**src/rtl/lsr_pkg.sv**
```systemverilog
package lsr_pkg;

    typedef enum logic [2:0] {
        ST_IDLE   = 3'd0,
        ST_RX_RD  = 3'd1,
        ST_SET_RD = 3'd2,
        ST_SET_WR = 3'd3,
        ST_HOLD   = 3'd4,
        ST_CLR_RD = 3'd5,
        ST_CLR_WR = 3'd6
    } lsr_state_e;

    function automatic logic is_req_state(lsr_state_e s);
        return (s == ST_RX_RD) || (s == ST_SET_RD) || (s == ST_SET_WR) ||
               (s == ST_CLR_RD) || (s == ST_CLR_WR);
    endfunction

endpackage

```
**src/rtl/lsr_trigger.sv**
```systemverilog
module lsr_trigger #(
    parameter int DBG_W      = 32,
    parameter int BUSY_BIT   = 4,
    parameter int STATE_W    = 6,
    parameter int STUCK_CODE = 13
) (
    input  logic [DBG_W-1:0] dbg_lo,
    input  logic [DBG_W-1:0] dbg_hi,
    output logic             qualify
);
    localparam logic [STATE_W-1:0] STUCK = STATE_W'(STUCK_CODE);

    logic link_busy;
    logic state_match;
    logic unused_dbg_bits;

    assign link_busy       = dbg_hi[BUSY_BIT];
    assign state_match     = (dbg_lo[STATE_W-1:0] == STUCK);
    assign qualify         = !link_busy && state_match;
    assign unused_dbg_bits = ^{dbg_lo, dbg_hi};
endmodule

```
**src/rtl/lsr_hold_timer.sv**
```systemverilog
module lsr_hold_timer #(
    parameter int HOLD_CYC = 500000
) (
    input  logic clk,
    input  logic rst_n,
    input  logic start,
    output logic expired
);
    localparam int HOLD_W = $clog2(HOLD_CYC + 1);

    logic [HOLD_W-1:0] cnt_q;
    logic              active_q;

    always_ff @(posedge clk) begin
        if (!rst_n) begin
            cnt_q    <= '0;
            active_q <= 1'b0;
        end else if (start) begin
            cnt_q    <= HOLD_W'(HOLD_CYC - 1);
            active_q <= 1'b1;
        end else if (active_q) begin
            if (cnt_q == '0) active_q <= 1'b0;
            else             cnt_q    <= cnt_q - 1'b1;
        end
    end

    assign expired = active_q && (cnt_q == '0);
endmodule

```
**src/rtl/lsr_seq_fsm.sv**
```systemverilog
module lsr_seq_fsm
    import lsr_pkg::*;
#(
    parameter int ADDR_W       = 16,
    parameter int DATA_W       = 16,
    parameter int RXST_ADDR    = 'h100D,
    parameter int OVRD_ADDR    = 'h1005,
    parameter int RXV_BIT      = 0,
    parameter int DATA_EN_BIT  = 5,
    parameter int PLL_EN_BIT   = 3
) (
    input  logic              clk,
    input  logic              rst_n,
    input  logic              chk_en,
    input  logic              qualify,
    input  logic              hold_expired,
    output logic              hold_start,
    output logic              phy_req,
    output logic              phy_we,
    output logic [ADDR_W-1:0] phy_addr,
    output logic [DATA_W-1:0] phy_wdata,
    input  logic              phy_done,
    input  logic [DATA_W-1:0] phy_rdata,
    input  logic              phy_err,
    output logic              recover_evt,
    output logic              err_flag,
    output logic              busy
);
    localparam logic [DATA_W-1:0] OVRD_MASK =
        (DATA_W'(1) << DATA_EN_BIT) | (DATA_W'(1) << PLL_EN_BIT);
    localparam logic [ADDR_W-1:0] A_RXST = ADDR_W'(RXST_ADDR);
    localparam logic [ADDR_W-1:0] A_OVRD = ADDR_W'(OVRD_ADDR);

    lsr_state_e        state_q, state_d;
    logic [DATA_W-1:0] wdata_q, wdata_d;
    logic              evt_d;
    logic              ok_done;
    logic              bad_done;

    assign ok_done  = phy_done && !phy_err;
    assign bad_done = phy_done && phy_err;

    // next-state and data capture
    always_comb begin
        state_d = state_q;
        wdata_d = wdata_q;
        evt_d   = 1'b0;
        unique case (state_q)
            ST_IDLE: begin
                if (chk_en && qualify) state_d = ST_RX_RD;
            end
            ST_RX_RD: begin
                if (bad_done) state_d = ST_IDLE;
                else if (ok_done) begin
                    if (phy_rdata[RXV_BIT]) state_d = ST_IDLE;
                    else begin
                        state_d = ST_SET_RD;
                        evt_d   = 1'b1;
                    end
                end
            end
            ST_SET_RD: begin
                if (bad_done) state_d = ST_IDLE;
                else if (ok_done) begin
                    state_d = ST_SET_WR;
                    wdata_d = phy_rdata | OVRD_MASK;
                end
            end
            ST_SET_WR: begin
                if (bad_done)     state_d = ST_IDLE;
                else if (ok_done) state_d = ST_HOLD;
            end
            ST_HOLD: begin
                if (hold_expired) state_d = ST_CLR_RD;
            end
            ST_CLR_RD: begin
                if (bad_done) state_d = ST_IDLE;
                else if (ok_done) begin
                    state_d = ST_CLR_WR;
                    wdata_d = phy_rdata & ~OVRD_MASK;
                end
            end
            ST_CLR_WR: begin
                if (phy_done) state_d = ST_IDLE;
            end
            default: state_d = ST_IDLE;
        endcase
    end

    // state register
    always_ff @(posedge clk) begin
        if (!rst_n) begin
            state_q     <= ST_IDLE;
            wdata_q     <= '0;
            recover_evt <= 1'b0;
            err_flag    <= 1'b0;
        end else begin
            state_q     <= state_d;
            wdata_q     <= wdata_d;
            recover_evt <= evt_d;
            if ((state_q != ST_IDLE) && bad_done) err_flag <= 1'b1;
            else if ((state_q == ST_IDLE) && chk_en) err_flag <= 1'b0;
        end
    end

    // outputs
    always_comb begin
        phy_req    = is_req_state(state_q);
        phy_we     = 1'b0;
        phy_addr   = A_OVRD;
        phy_wdata  = '0;
        busy       = (state_q != ST_IDLE);
        hold_start = (state_q == ST_SET_WR) && ok_done;
        unique case (state_q)
            ST_IDLE:   ;
            ST_RX_RD:  phy_addr = A_RXST;
            ST_SET_RD: ;
            ST_SET_WR: begin phy_we = 1'b1; phy_wdata = wdata_q; end
            ST_HOLD:   ;
            ST_CLR_RD: ;
            ST_CLR_WR: begin phy_we = 1'b1; phy_wdata = wdata_q; end
            default:   ;
        endcase
    end
endmodule

```
**src/rtl/lsr_stall_recover.sv**
```systemverilog
module lsr_stall_recover #(
    parameter int DBG_W       = 32,
    parameter int ADDR_W      = 16,
    parameter int DATA_W      = 16,
    parameter int BUSY_BIT    = 4,
    parameter int STATE_W     = 6,
    parameter int STUCK_CODE  = 13,
    parameter int RXST_ADDR   = 'h100D,
    parameter int OVRD_ADDR   = 'h1005,
    parameter int RXV_BIT     = 0,
    parameter int DATA_EN_BIT = 5,
    parameter int PLL_EN_BIT  = 3,
    parameter int HOLD_CYC    = 500000
) (
    input  logic              clk,
    input  logic              rst_n,
    input  logic              chk_en,
    input  logic [DBG_W-1:0]  dbg_lo,
    input  logic [DBG_W-1:0]  dbg_hi,
    output logic              phy_req,
    output logic              phy_we,
    output logic [ADDR_W-1:0] phy_addr,
    output logic [DATA_W-1:0] phy_wdata,
    input  logic              phy_done,
    input  logic [DATA_W-1:0] phy_rdata,
    input  logic              phy_err,
    output logic              recover_evt,
    output logic              err_flag,
    output logic              busy
);
    logic qualify;
    logic hold_start;
    logic hold_expired;

    lsr_trigger #(
        .DBG_W     (DBG_W),
        .BUSY_BIT  (BUSY_BIT),
        .STATE_W   (STATE_W),
        .STUCK_CODE(STUCK_CODE)
    ) u_trig (
        .dbg_lo (dbg_lo),
        .dbg_hi (dbg_hi),
        .qualify(qualify)
    );

    lsr_hold_timer #(
        .HOLD_CYC(HOLD_CYC)
    ) u_hold (
        .clk    (clk),
        .rst_n  (rst_n),
        .start  (hold_start),
        .expired(hold_expired)
    );

    lsr_seq_fsm #(
        .ADDR_W     (ADDR_W),
        .DATA_W     (DATA_W),
        .RXST_ADDR  (RXST_ADDR),
        .OVRD_ADDR  (OVRD_ADDR),
        .RXV_BIT    (RXV_BIT),
        .DATA_EN_BIT(DATA_EN_BIT),
        .PLL_EN_BIT (PLL_EN_BIT)
    ) u_fsm (
        .clk         (clk),
        .rst_n       (rst_n),
        .chk_en      (chk_en),
        .qualify     (qualify),
        .hold_expired(hold_expired),
        .hold_start  (hold_start),
        .phy_req     (phy_req),
        .phy_we      (phy_we),
        .phy_addr    (phy_addr),
        .phy_wdata   (phy_wdata),
        .phy_done    (phy_done),
        .phy_rdata   (phy_rdata),
        .phy_err     (phy_err),
        .recover_evt (recover_evt),
        .err_flag    (err_flag),
        .busy        (busy)
    );
endmodule

```
**config.mk**
```make
export PLATFORM = sky130hd
export DESIGN_NAME = lsr_stall_recover
export DESIGN_NICKNAME = d
export VERILOG_FILES = /design/src/rtl/lsr_pkg.sv /design/src/rtl/lsr_trigger.sv /design/src/rtl/lsr_hold_timer.sv /design/src/rtl/lsr_seq_fsm.sv /design/src/rtl/lsr_stall_recover.sv
export SDC_FILE = /design/constraint.sdc
export NUM_CORES = 1
export LEC_CHECK = 0
export BUFFER_PORTS_ARGS = -buffer_cell sky130_fd_sc_hd__buf_2
export CORE_AREA = 4 4 81 83
export DETAILED_ROUTE_END_ITERATION = 7
export DIE_AREA = 0 0 85 87
export HOLD_SLACK_MARGIN = 0.03
export PLACE_DENSITY = 0.86
export SYNTH_ARGS = -nofsm -noshare
export SYNTH_HDL_FRONTEND = slang
export SYNTH_SLANG_ARGS = --single-unit
```
**constraint.sdc**
```tcl
create_clock -name clk -period 1.9 [get_ports clk]
set_input_delay 0.095 -clock clk [delete_from_list [all_inputs] [get_ports clk]]
set_output_delay 0.095 -clock clk [all_outputs]
set_load 0.02 [all_outputs]
```
# == After elaboration in Yosys (flattened, before gate mapping) ==
# Index checks and enable logic that the tools add are counted.
# totals
reg_bits,41
input_bits,85
output_inout_bits,37
wordCells,88
# op_classes
add_sub_neg,1
n_eq_ne,19
n_mux,30
bitwise_logic,4
reduce_logical,27
# ops
operator,n
$mux 16,5
$mux 19,3
$mux 3,11
$pmux 16 s2,1
$pmux 3 s7,1
$logic_not 19->1,1
$sub 19x1->19 const B,1
$ne 3x1->1 const B,4
$ne 2x2->1 const B,5
$eq 3x3->1 const B,3
$logic_and 1x1->1,8
$mux 1,7
$reduce_and 7->1,1
$eq 3x2->1 const B,2
$eq 6x4->1 const B,1
$ne 2x1->1 const B,3
$reduce_bool 2->1,3
$reduce_and 5->1,1
$logic_or 1x1->1,4
$mux 4,1
$not 1->1,4
$reduce_and 2->1,2
$reduce_or 2->1,2
$reduce_or 4->1,1
5 further kinds,6

# == Depth between registers and ports, before layout ==
# Gate-level depths: netlist (run 1).
# logic_depth
word_depth,5
ltp_mapped,7
depth_no_buf,6

# == Cells and area by module ==
# A second synthesis (run 1) with hierarchy kept.
# hier_totals
hier_cells,272
hier_area_um2,2344.7
# modules_own_cells
mod,instances,cells_each,area_each_um2,seq_area_each_um2
lsr_seq_fsm,1,133,1183.6,400.4
lsr_hold_timer,1,136,1136.1,400.4
lsr_trigger,1,3,25.0,0.0

# == Worst setup path before layout (run 1) ==
# No wires, ideal clock.
# synth_timing
path_type,reg-to-reg
startpoint,register u_hold.cnt_q[0]
endpoint,register u_hold.cnt_q[1]
setup_time_ns,0.122
t_arrival_ns,1.860
required_ns,1.778
setup_slack_ns,-0.082
path_stages_with_launch,7
n_path_buf,0
synth_period_minus_slack_ns,1.982
path_cell_list,dfxtp_1 -> inv_1 -> ha_1 -> or4b_4 -> nor4_4 -> a21boi_1 -> o311a_1
# synth_via
elab_chain_cells,4
elab_cells_between_ends,7
cone_classes,add/sub (1); eq/ne (1); mux (3); reduce/logical (2)
# synth_rtl
element,line_no,rtl
"start, declared",lsr_hold_timer.sv:11,logic [HOLD_W-1:0] cnt_q;
"start signal, assigned",lsr_hold_timer.sv:19,cnt_q <= HOLD_W'(HOLD_CYC - 1);
"start signal, assigned",lsr_hold_timer.sv:23,else cnt_q <= cnt_q - 1'b1;
$sub 19x1->19,lsr_hold_timer.sv:23,
$mux 19,lsr_hold_timer.sv:22,if (cnt_q == '0) active_q <= 1'b0;
$mux 19,lsr_hold_timer.sv:21,end else if (active_q) begin
$mux 19,lsr_hold_timer.sv:18,end else if (start) begin
# Parallel ways exist; a longest one is shown, timed or not. The select of a mux whose other input is x is not followed.
# A chain may end at the register's enable or synchronous reset.

# == Worst setup path after layout (run 1) ==
# layout_timing
startpoint,register u_hold.cnt_q[1]
endpoint,register u_hold.cnt_q[13]
# Same word-level chain as after synthesis.

==> results.py, run 1 <==
metrics = {
    "floorplan": {
        "dieArea_um2": 7395,
        "io_pins": 122,
        "die_h_um": 87,
        "num_rows": 28,
        "core-area_um2": 5851,
        "initial_utilization_pct": 40.40,
        "die_w_um": 85,
    },
    "cts": {
        "clock_latency_ns": 0.30,
        "htreeDepth": 2,
        "clk_pin_slew_ns": 0.08,
        "cts-root-buf": "clkbuf_8",
        "cts_sinks": 40,
        "cts_tree": "yes",
        "cts_buffers": 5,
        "clockBufferDepth": 2,
    },
    "placement": {
        "hpwl_mm": 4.405,
        "io_buffers": 47,
        "place_congestion": 0.8489,
    },
    "global_routing": {
        "grt_usage_pct": 16.81,
        "antenna_found_initial": 0,
        "grt_max_degree": 18,
        "overflow": 0,
        "grt_pass1_vias": 2204,
        "grt_pass1_wl_mm": 10.36,
    },
    "critical_path": {
        "cp-end-kind": "flop",
        "worstPathArrival_ns": 2.11,
        "criticalPathCategory": "flop to flop",
        "critPathLaunchType": "flop",
        "ff2ff_setup_slack_ns": -0.01,
        "worst-endpoint-required_ns": 2.09,
        "crit_fanout": 4,
    },
    "sta": {
        "finalCritPeriodShare_pct": 100.7,
        "period_needed_ns": 1.914,
        "grt_setup_unrepaired": "true",
        "finalSetupViolCount": 1,
        "fin_hold_ws_ns": 0.03049,
        "fmax_mhz": 522.4,
        "hold_viol": 0,
        "tightest_slew_ns": 0.5035,
        "slew_violations": 0,
        "fin_skew_ns": 0.003455,
        "setup_ws_ns": -0.01413,
        "slew_headroom_pct": 66.18,
    },
    "power_and_ir_drop": {
        "power_w": 0.001637,
        "max-vdd-ir-drop_mv": 0.2877,
        "p_leak_nw": 1.312,
        "power_density_nw_per_um2": 549.0,
    },
    "drt": {
        "firstDrtPassIters": 5,
        "drt_iter0_markers": 227,
        "drt-wirelength-per-cell_um": 15.34,
        "dr_total_vias": 2375,
        "drc": 0,
        "ant_nets": 0,
        "wirelength_mm": 6.414,
        "vias_per_cell": 5.682,
    },
    "layout": {
        "diodes": 0,
        "fin_nets": 429,
        "layout-drive-gt1-share_pct": 32.65,
        "fillerInstances": 514,
        "final_cell_mix": "buf_2, dfxtp_1, buf_4",
        "area_growth_pct": 26.15,
        "final_common_cell": "buf_2",
    },
    "job": {
        "max_cap_viol_count": 0,
    },
    "synthesis": {
        "yosys.area.top_type_share_pct": 33.88,
        "yosys_warnings": 0,
        "synth_flop_cell": "dfxtp_1",
        "synth.avg_cell_area_um2": 8.563,
        "ys_ff_latch": 40,
        "synthArstFlopShare_pct": 0,
        "syn_area_um2": 2364,
        "yosys.cell_types.count": 54,
        "ys_top_cells_by_area": "dfxtp_1, mux2i_1, buf_4",
        "yosys.area.top_type": "dfxtp_1",
        "seq_area_frac_synth_pct": 33.88,
        "synth_edf_count": 0,
        "syn_inst": 276,
    },
    "run_status": {
        "outcome": "complete, but fails checks",
        "violations": "setup timing",
    },
    "worst_hold_path": {
        "worstHoldPathType": "input port to flop",
    },
}
[repair_timing]
item                                   in CTS  in global routing
setup endpoints to repair                   8                 20
endpoints found under the hold margin       1                  0
gates resized for setup                     8                 12
hold buffers                                1                  0
setup buffers                               1                  3
gates cloned                                0                  0
pin swaps                                   0                  3
[through the flow]
step           util [%]  area (um2)  std cells   TNS (ns)  setup WS, ns
2_1_floorplan         -        2412        289          0       0.01381
3_3_place_gp      47.39        2773        406          0       0.01847
3_5_place_dp      47.39        2773        406    -0.1297      -0.07378
4_1_cts           49.98        2924        416  -0.008259     -0.008259
5_1_grt           50.96        2982        418    -0.1241      -0.07074
6_report          50.96        2982        418   -0.01413      -0.01413
[final cells by class]
class	count	area, um2	area share [%]
Tap cell	75	93.84	3.147
Clock inverter	3	42.54	1.427
Inverter	8	32.53	1.091
Sequential cell	40	809.5	27.15
Multi-Input combinational cell	208	1444	48.43
Timing Repair Buffer	79	490.5	16.45
Clock buffer	5	68.82	2.308
[power breakdown]
part / switching, W / internal (W)
registers: 0.000000293 / 0.000836
clock network: 0.000320 / 0.000389
logic: 0.0000611 / 0.0000307
total: 0.000381 / 0.00126
[metal layers]
layer	global-route usage (%)	wire [um]
met5	0	0
met2	28.67	3026
met3	2.933	412
met1	21.39	2840
met4	5.755	134
[registers in the layout (all words and copies together), names as in the netlist]
register / flops
u_fsm.recover_evt: 1
u_hold.active_q: 1
u_fsm.err_flag: 1
u_fsm.wdata_q: 15
u_hold.cnt_q: 19
u_fsm.state_q: 3
[critical path, stage by stage, from the launching register on]
cell and delay (ns):
dfxtp_4 0.37, or4b_4 0.54, or4_4 0.43, o31a_1 0.25
o31a_1 0.23
[cell usage after synthesis (2+ instances only)]
master and number:
buf_2 3, inv_1 8, o2111ai_1 2, buf_4 17
and4b_1 3, a21oi_1 12, conb_1 2, o31a_1 3
xor2_1 2, and2_1 2, dfxtp_1 40, a211oi_1 4
nand2_1 7, nor3_1 7, a211o_1 3, nor2_1 22
or4b_4 2, o31ai_1 5, o21ai_0 5, nand3_1 8
nor4_1 6, o21a_1 6, mux2i_1 17, nor4b_1 3
clkbuf_1 13, or4_1 5, or4_4 2, ha_1 2
and3b_1 2, a2111oi_0 3, a31oi_1 4, or2_2 4
or3_1 5, nand2b_1 4, and3_1 18, nand4_1 4
nand3b_1 4
[logic make-up (layout without fill, tap and decap cells)]
family | Yosys count | count (layout) | share of synthesized area (%)
buffers and inverters | 41 | 95 | 9.370
xor gates and xnor gates | 2 | 2 | 0.7413
DFF | 40 | 40 | 33.88
muxes | 17 | 17 | 7.199
AOI/OAI and AO/OA | 56 | 56 | 16.57
adders and majority gates | 2 | 2 | 1.059
other | 2 | 15 | 0.3177
and+or+nand+nor | 116 | 116 | 30.86
[final timing paths]
check                                      from               end  cells past startpoint
worst min-delay path               phy_rdata[9]  u_fsm.wdata_q[9]                      3
worst min register to register  u_hold.cnt_q[9]   u_hold.cnt_q[9]                      2
worst max-delay path            u_hold.cnt_q[1]  u_hold.cnt_q[13]                      4
worst max register to register  u_hold.cnt_q[1]  u_hold.cnt_q[13]                      4
Power figures use the tool's default switching activity.
==> run 2: changes to the inputs <==
- PLACE_DENSITY: 0.86 -> 0.73
==> run 2 against run 1 <==
  * The flow still finishes with violations (setup timing)
  * Sequential share of layout area about the same
  * Critical path depth unchanged
  * Final cell count shrank 0.24%
  * Worst hold slack got worse by 0.0032 ns
  * Sequential power hardly changed
  * Largest power group unchanged
  * Worst setup slack got worse by 0.0058 ns
  * Die area unchanged
  * Sequential cell count is the same
  * Largest cell class unchanged
  * Clock power up 2%
  * Routed wire length is 5.2% lower
  * Highest routed layer unchanged
  * Cell area decreased by 0.21%
  * Clock skew increased by 0.0051 ns
==> results.py, run 2 (synthesized netlist as in run 1, its figures left out) <==
metrics = {
    "worst_hold_path": {
        "whs_path_depth": 3,
        "min_to": "u_fsm.wdata_q[15]",
        "min_from": "phy_rdata[15]",
        "worstHoldPathType": "input port to flop",
    },
    "global_routing": {
        "grt_pass1_wl_mm": 10.39,
        "grt_usage_pct": 16.87,
        "grt_pass1_vias": 2256,
        "grt_max_degree": 28,
        "antenna_found_initial": 0,
        "overflow": 0,
    },
    "layout": {
        "layout-drive-gt1-share_pct": 31.58,
        "fin_nets": 428,
        "top_register": "u_hold.cnt_q",
        "fillerInstances": 539,
        "final_cell_count_no_fill": 417,
        "final_common_cell": "buf_2",
        "largest_register_ffs": 19,
        "area_growth_pct": 25.89,
        "reg_top3": "u_hold.cnt_q: 19 flops, u_fsm.wdata_q: 15 flops, u_fsm.state_q: 3 flops",
        "final_cell_mix": "buf_2, dfxtp_1, buf_4",
        "diodes": 0,
    },
    "job": {
        "max_cap_viol_count": 0,
    },
    "cts": {
        "cts_tree": "yes",
        "htreeDepth": 2,
        "cts_buffers": 5,
        "cts-root-buf": "clkbuf_8",
        "clk_pin_slew_ns": 0.09,
        "clockBufferDepth": 2,
        "clock_latency_ns": 0.30,
        "cts_sinks": 40,
    },
    "floorplan": {
        "die_w_um": 85,
        "num_rows": 28,
        "io_pins": 122,
        "dieArea_um2": 7395,
        "die_h_um": 87,
        "core-area_um2": 5851,
        "initial_utilization_pct": 40.40,
    },
    "critical_path": {
        "r2r_cells": 4,
        "startpoint": "u_hold.cnt_q[1]",
        "crit_fanout": 4,
        "worst-endpoint-required_ns": 2.10,
        "worstPathArrival_ns": 2.12,
        "critPathLaunchType": "flop",
        "ff2ff_setup_slack_ns": -0.02,
        "timing.rr.end": "u_hold.cnt_q[13]",
        "cp-end-kind": "flop",
        "r2r-start": "u_hold.cnt_q[1]",
        "criticalPathCategory": "flop to flop",
    },
    "sta": {
        "tightest_slew_ns": 0.7433,
        "period_needed_ns": 1.920,
        "setup_ws_ns": -0.01993,
        "finalSetupViolCount": 1,
        "grt_setup_unrepaired": "true",
        "hold_viol": 0,
        "fin_hold_ws_ns": 0.02733,
        "slew_violations": 0,
        "fin_skew_ns": 0.008535,
        "fmax_mhz": 520.9,
        "finalCritPeriodShare_pct": 101.0,
        "slew_headroom_pct": 50.40,
    },
    "run_status": {
        "outcome": "complete, but fails checks",
        "violations": "setup timing",
    },
    "drt": {
        "drt-wirelength-per-cell_um": 14.58,
        "highest_layer": "met4",
        "dr_total_vias": 2265,
        "routed-wl-met2_mm": 2.967,
        "drc": 0,
        "vias_per_cell": 5.432,
        "ant_nets": 0,
        "met1_length_mm": 2.686,
        "wirelength_mm": 6.078,
        "dr_wl_met3_um": 355,
        "firstDrtPassIters": 4,
        "drt_iter0_markers": 189,
    },
    "placement": {
        "hpwl_mm": 4.358,
        "place_congestion": 0.8324,
        "dp.cells": 405,
        "io_buffers": 47,
    },
    "power_and_ir_drop": {
        "max-vdd-ir-drop_mv": 0.2468,
        "power_density_nw_per_um2": 556.1,
        "p_leak_nw": 1.305,
    },
}
-- run 2: cell count changes in the layout (fill, tap and decap cells not counted), moves of 2 or more --
cell / before / now
buf_4: 30 / 26
dfxtp_1: 35 / 37
dfxtp_2: 4 / 2
dlygate4sd3_1: 1 / 3
-- run 2: layer usage --
layer / global-route usage, % / up-vias
li1: - / 1123
met1: 20.94 / 1065
met2: 28.95 / 71
met3: 3.217 / 6
met4: 6.331 / 0
met5: 0 / -
-- run 2: critical path, stage by stage, from the launching register on --
cell and delay (ns):
dfxtp_4 0.36, or4b_4 0.56, or4_4 0.44, o31a_1 0.24
o31a_1 0.23
-- run 2: metrics by stage --
stage                TNS [ns]  setup WS, ns  area (um2)  total power, W  utilization [%]
floorplan                   0       0.01381        2412       0.0009322                -
global placement            0      0.009025        2765       0.0009440            47.26
detailed placement   -0.06344      -0.04290        2765       0.0009450            47.26
CTS                 -0.004598     -0.004598        2919        0.001669            49.89
global route          -0.2036      -0.06736        2975        0.001716            50.86
finish               -0.01993      -0.01993        2975        0.001655            50.86
-- run 2: how the worst max path moves through the flow --
stage,cells after the start,to
final,4,u_hold.cnt_q[13]
after floorplan,6,u_hold.cnt_q[8]
after global placement,6,u_hold.cnt_q[1]
after CTS,4,u_hold.cnt_q[13]
after global routing,7,u_hold.cnt_q[1]
after detailed placement,6,u_hold.cnt_q[1]
-- run 2: power breakdown --
part,total (W),internal [W],switching [W]
Sequential,0.000836,0.000836,0.0000000531
Combinational,0.0000938,0.0000321,0.0000617
Clock,0.000725,0.000396,0.000329
-- run 2: area by class of cell --
type | instances | area [um2] | area share, %
multi-input combinational | 208 | 1438 | 48.32
sequential | 40 | 807.0 | 27.12
timing repair buffer | 78 | 491.7 | 16.53
tap | 75 | 93.84 | 3.154
clock buffer | 5 | 68.82 | 2.313
clock inverter | 3 | 46.29 | 1.556
inverter | 8 | 30.03 | 1.009
-- run 2: what timing repair did --
item                                    in CTS  in global routing
resized for setup                            1                 16
hold buffers                                 3                  0
endpoints found under the setup margin       4                 19
pin swaps                                    0                  2
hold endpoints to repair                     3                  0
buffers inserted                             1                  0
gates cloned                                 0                  0
